==> config.mk <==
export PLATFORM = sky130hd
export DESIGN_NAME = pbo_bus_adapter
export DESIGN_NICKNAME = d
export VERILOG_FILES = /design/src/rtl/pbo_pkg.sv /design/src/rtl/pbo_swap_match.sv /design/src/rtl/pbo_addr_xlate.sv /design/src/rtl/pbo_write_ctl.sv /design/src/rtl/pbo_bus_adapter.sv
export SDC_FILE = /design/constraint.sdc
export NUM_CORES = 1
export LEC_CHECK = 0
export BUFFER_PORTS_ARGS = -buffer_cell sky130_fd_sc_hd__buf_2
export CAP_MARGIN = 20
export CELL_PAD_IN_SITES_DETAIL_PLACEMENT = 0
export CELL_PAD_IN_SITES_GLOBAL_PLACEMENT = 1
export CORE_MARGIN = 4
export CORE_UTILIZATION = 35
export DETAILED_ROUTE_END_ITERATION = 10
export PLACE_DENSITY_LB_ADDON = 0.1
export SLEW_MARGIN = 15
export SYNTH_ARGS = -nofsm -noshare
export SYNTH_HDL_FRONTEND = slang
export SYNTH_SLANG_ARGS = --single-unit
export TNS_END_PERCENT = 30
==> constraint.sdc <==
create_clock -name clk -period 3.5 [get_ports clk]
set_input_delay 0.525 -clock clk [delete_from_list [all_inputs] [get_ports clk]]
set_output_delay 0.525 -clock clk [all_outputs]
set_load 0.005 [all_outputs]
==> src/rtl/pbo_pkg.sv <==
package pbo_pkg;
    localparam int ADDR_W   = 11;
    localparam int DATA_W   = 8;
    localparam int NUM_SWAP = 4;

    // Even base addresses of the 16-bit words whose lanes are exchanged
    // for a big-endian host: interrupt, status, mode word 0, watchdog reload.
    localparam logic [ADDR_W-1:0] SWAP_BASE [NUM_SWAP] =
        '{11'h010, 11'h012, 11'h014, 11'h07C};

    typedef enum logic {
        ORDER_LITTLE = 1'b0,
        ORDER_BIG    = 1'b1
    } byte_order_e;
endpackage

==> src/rtl/pbo_swap_match.sv <==
module pbo_swap_match
    import pbo_pkg::*;
#(
    parameter int AW    = ADDR_W,
    parameter int NSWAP = NUM_SWAP
) (
    input  logic [AW-1:0] addr,
    output logic          hit
);
    logic [NSWAP-1:0] hits;

    for (genvar i = 0; i < NSWAP; i++) begin : g_cmp
        localparam logic [AW-1:0] BASE = AW'(SWAP_BASE[i]);
        assign hits[i] = (addr[AW-1:1] == BASE[AW-1:1]);
    end

    assign hit = |hits;
endmodule

==> src/rtl/pbo_addr_xlate.sv <==
module pbo_addr_xlate
    import pbo_pkg::*;
#(
    parameter int AW = ADDR_W
) (
    input  logic          big_endian,
    input  logic [AW-1:0] addr_in,
    output logic [AW-1:0] addr_out
);
    logic in_list;

    pbo_swap_match #(.AW(AW), .NSWAP(NUM_SWAP)) u_match (
        .addr (addr_in),
        .hit  (in_list)
    );

    always_comb begin
        addr_out = addr_in;
        if ((byte_order_e'(big_endian) == ORDER_BIG) && in_list) begin
            addr_out[0] = ~addr_in[0];
        end
    end
endmodule

==> src/rtl/pbo_write_ctl.sv <==
module pbo_write_ctl
    import pbo_pkg::*;
#(
    parameter int AW = ADDR_W,
    parameter int DW = DATA_W
) (
    input  logic          clk,
    input  logic          rst_n,
    input  logic          big_endian,
    input  logic          host_cs_n,
    input  logic          host_wr_n,
    input  logic [AW-1:0] host_addr,
    input  logic [DW-1:0] host_din,
    output logic          mem_we,
    output logic [AW-1:0] mem_waddr,
    output logic [DW-1:0] mem_wdata
);
    typedef struct packed {
        logic          wr_n_prev;
        logic [AW-1:0] lat_addr;
        logic [DW-1:0] lat_data;
        logic          commit;
        logic [AW-1:0] waddr;
        logic [DW-1:0] wdata;
    } wstate_t;

    wstate_t       st_d, st_q;
    logic [AW-1:0] lat_xaddr;

    pbo_addr_xlate #(.AW(AW)) u_wr_xlate (
        .big_endian (big_endian),
        .addr_in    (st_q.lat_addr),
        .addr_out   (lat_xaddr)
    );

    always_comb begin
        st_d        = st_q;
        st_d.commit = !st_q.wr_n_prev && host_wr_n && !host_cs_n;
        if (st_d.commit) begin
            st_d.waddr = lat_xaddr;
            st_d.wdata = st_q.lat_data;
        end
        if (!host_wr_n && !host_cs_n) begin
            st_d.lat_addr = host_addr;
            st_d.lat_data = host_din;
        end
        st_d.wr_n_prev = host_wr_n;
    end

    always_ff @(posedge clk or negedge rst_n) begin
        if (!rst_n) begin
            st_q           <= '0;
            st_q.wr_n_prev <= 1'b1;
        end else begin
            st_q <= st_d;
        end
    end

    assign mem_we    = st_q.commit;
    assign mem_waddr = st_q.waddr;
    assign mem_wdata = st_q.wdata;
endmodule

==> src/rtl/pbo_bus_adapter.sv <==
module pbo_bus_adapter
    import pbo_pkg::*;
#(
    parameter int AW = ADDR_W,
    parameter int DW = DATA_W
) (
    input  logic          clk,
    input  logic          rst_n,
    input  logic          big_endian,
    input  logic          host_cs_n,
    input  logic          host_rd_n,
    input  logic          host_wr_n,
    input  logic [AW-1:0] host_addr,
    input  logic [DW-1:0] host_din,
    output logic [DW-1:0] host_dout,
    output logic          host_doe,
    output logic [AW-1:0] mem_raddr,
    input  logic [DW-1:0] mem_rdata,
    output logic [AW-1:0] mem_waddr,
    output logic [DW-1:0] mem_wdata,
    output logic          mem_we
);
    pbo_addr_xlate #(.AW(AW)) u_rd_xlate (
        .big_endian (big_endian),
        .addr_in    (host_addr),
        .addr_out   (mem_raddr)
    );

    pbo_write_ctl #(.AW(AW), .DW(DW)) u_wr_ctl (
        .clk        (clk),
        .rst_n      (rst_n),
        .big_endian (big_endian),
        .host_cs_n  (host_cs_n),
        .host_wr_n  (host_wr_n),
        .host_addr  (host_addr),
        .host_din   (host_din),
        .mem_we     (mem_we),
        .mem_waddr  (mem_waddr),
        .mem_wdata  (mem_wdata)
    );

    always_comb begin
        host_doe  = !host_cs_n && !host_rd_n;
        host_dout = host_doe ? mem_rdata : '0;
    end
endmodule

==> reports/metrics.yaml <==
outcome:
  outcome: "finished, final reports clean"
cells_and_area:
  diodes: 0
  drive_gt1_frac: 0.641
  finish.utilization: 0.417
  syn_to_final_growth_pct: 15.3
  fin_cells: 254
  nets: 216
grt:
  grt_max_degree: 41
  antenna_found_initial: 0
  grt-ovfl-total: 0
  grt_pass1_vias: 1140
  groute.usage.overall: 0.107
  grt_pass1_wl_mm: 5.38
clock_tree:
  ctsResizeCount: 0
  cts_buffer_depth: 2
  cts_buffers: 5
  cts-root-buf: "clkbuf_8"
  cts_tree: "built"
  cts-htree-levels: 2
  cts_setup_buffers: 0
  clkLatencyLatePin_ns: 0.28
  ctsHoldBuffers: 0
  cts.reportedPaths.clkPinSlew_ns: 0.08
  clkSinkCount: 40
critical_path:
  crit_path_start_kind: "input port"
  crit_fanout: 3
  end_kind: "output port"
  cp.arrival_ns: 1.45
  crit_required_ns: 2.97
  rr_worst_depth: 2
  path_class: "in -> out"
detailed_routing:
  routedWlPerCell_um: 13.5
  final_antenna_net_count: 0
  dr.pass1.iters: 3
  vias: 1127
  drt_iter0_drc: 30
  wl_mm: 3.43
  viasPerCell: 4.44
  drc: 0
floorplanning:
  placementRows: 26
  dieArea_sq_um: 6540
  ios: 73
  core_area_sq_um: 5140
  die-height_um: 80.9
  start_util: 0.361
  dieWidth_um: 80.9
yosys:
  synth_ff_type: "dfrtp_1"
  synth_cells: 136
  synth_area_leaders: "dfrtp_1, mux2_2, buf_4"
  synth_edf_count: 0
  ys_types: 24
  async_flop_share: 1.00
  ys_seq_area_frac: 0.539
  yosysWarnings: 0
  syn_area_sq_um: 1860
  synth.most_common_cell: "dfrtp_1"
  syn-num-nets: 169
  ys_seq_elements: 40
  synth_top_area_cell: "dfrtp_1"
  synth_top_area_frac: 0.525
  ys_top_cells_by_count: "dfrtp_1, mux2_2, buf_4, and2_1, buf_6"
  syn_area_per_cell_sq_um: 13.7
sta:
  finalSetupViolations: 0
  fmax_mhz: 507
  hold_viol_final: 0
  maxSlewViolCount: 0
  fin_crit_ns: 1.97
  skew_ns: 0.0106
  finalCritPeriodShare: 0.563
  rsz0062_at_grt: "no"
  max_slew_margin: 0.330
  tightest_slew_ns: 1.00
  setup-tns-final_ns: 0
placement:
  io_buffers: 72
  globalplace.congestion: 0.706
  dp_hpwl_mm: 2.63
  placed_cells: 246
flow_run:
  maxCapViolCount: 0
power_and_ir_drop:
  ir_worst_vdd_uv: 212
  power_density_nw_per_um2: 523
  p_leak_nw: 1.02
  p_total_mw: 1.12
min_path:
  hold_class: "in -> async"
[placed cells by master (no fill, tap or decap), types with 2 or more instances in the layout]
master / synthesis / layout
clkbuf_8: 0 / 5
nor2_1: 2 / 2
buf_2: 0 / 72
clkinv_2: 0 / 2
mux2_2: 35 / 35
mux2_1: 2 / 2
and2_1: 9 / 9
dfrtp_1: 39 / 39
[critical path, cell delays in order]
cell	delay, ns
buf_2	0.12
nor4b_1	0.38
nand3_1	0.16
xnor2_1	0.14
buf_2	0.13
[sequential cells by signal (all words and copies together), names as in the netlist]
signal / flops
u_wr_ctl.mem_wdata: 8
u_wr_ctl.st_q: 20
u_wr_ctl.mem_waddr: 11
u_wr_ctl.mem_we: 1
[power by group]
group	internal [mW]	switching [mW]	leakage (nW)	total, mW
Clock	0.139	0.154	0.0479	0.292
Combinational	0.136	0.0863	0.501	0.223
Sequential	0.556	0.0494	0.472	0.606
Total	0.831	0.289	1.02	1.12
[cells by family (layout without fill, tap and decap cells)]
family | Yosys count | in the layout | share of synthesized area
flops | 40 | 40 | 0.539
mux | 37 | 37 | 0.224
buf+inv | 33 | 81 | 0.137
simple gates | 20 | 20 | 0.0741
compound gates | 4 | 4 | 0.0155
xor+xnor | 2 | 2 | 0.00943
[area by class of cell]
type,count,area [sq um]
fill,525,3000
inverter,1,3.75
sequential,40,1000
timing repair buffer,72,360
tap,70,87.6
clock buffer,5,68.8
multi-input combinational,63,601
clock inverter,3,18.8
[layer usage]
metal	track usage	wire length, um	share of wire
met1	0.132	1440	0.42
met5	0	0	0
met2	0.177	1750	0.51
met3	0.0288	186	0.054
met4	0.0456	42	0.012
[metrics by stage]
| step | worst slack (ns) | cell area [sq um] | hold WS (ns) |
|---|---|---|---|
| after CTS | 1.46 | 2140 | 0.357 |
| after detailed placement | 1.38 | 2050 | 0.471 |
| after global routing | 1.41 | 2140 | 0.355 |
| after floorplan | 1.89 | 1860 | 0.229 |
| final | 1.53 | 2140 | 0.346 |
| after global placement | 1.45 | 2050 | 0.465 |
[final timing paths]
kind,start,endpoint,slack (ns)
worst max-delay path,host_addr[7],mem_raddr[0],1.53
worst max register to register,u_wr_ctl.st_q[39]$_DFF_PN1_,u_wr_ctl.mem_waddr[6]$_DFFE_PN0P_,1.76
max in group asynchronous,rst_n,u_wr_ctl.mem_waddr[4]$_DFFE_PN0P_,2.61
min in group clk,host_wr_n,u_wr_ctl.st_q[39]$_DFF_PN1_,0.37
worst min-delay path,rst_n,u_wr_ctl.mem_waddr[2]$_DFFE_PN0P_,0.35
worst min register to register,u_wr_ctl.mem_waddr[3]$_DFFE_PN0P_,u_wr_ctl.mem_waddr[3]$_DFFE_PN0P_,0.48
Power figures use the tool's default switching activity.
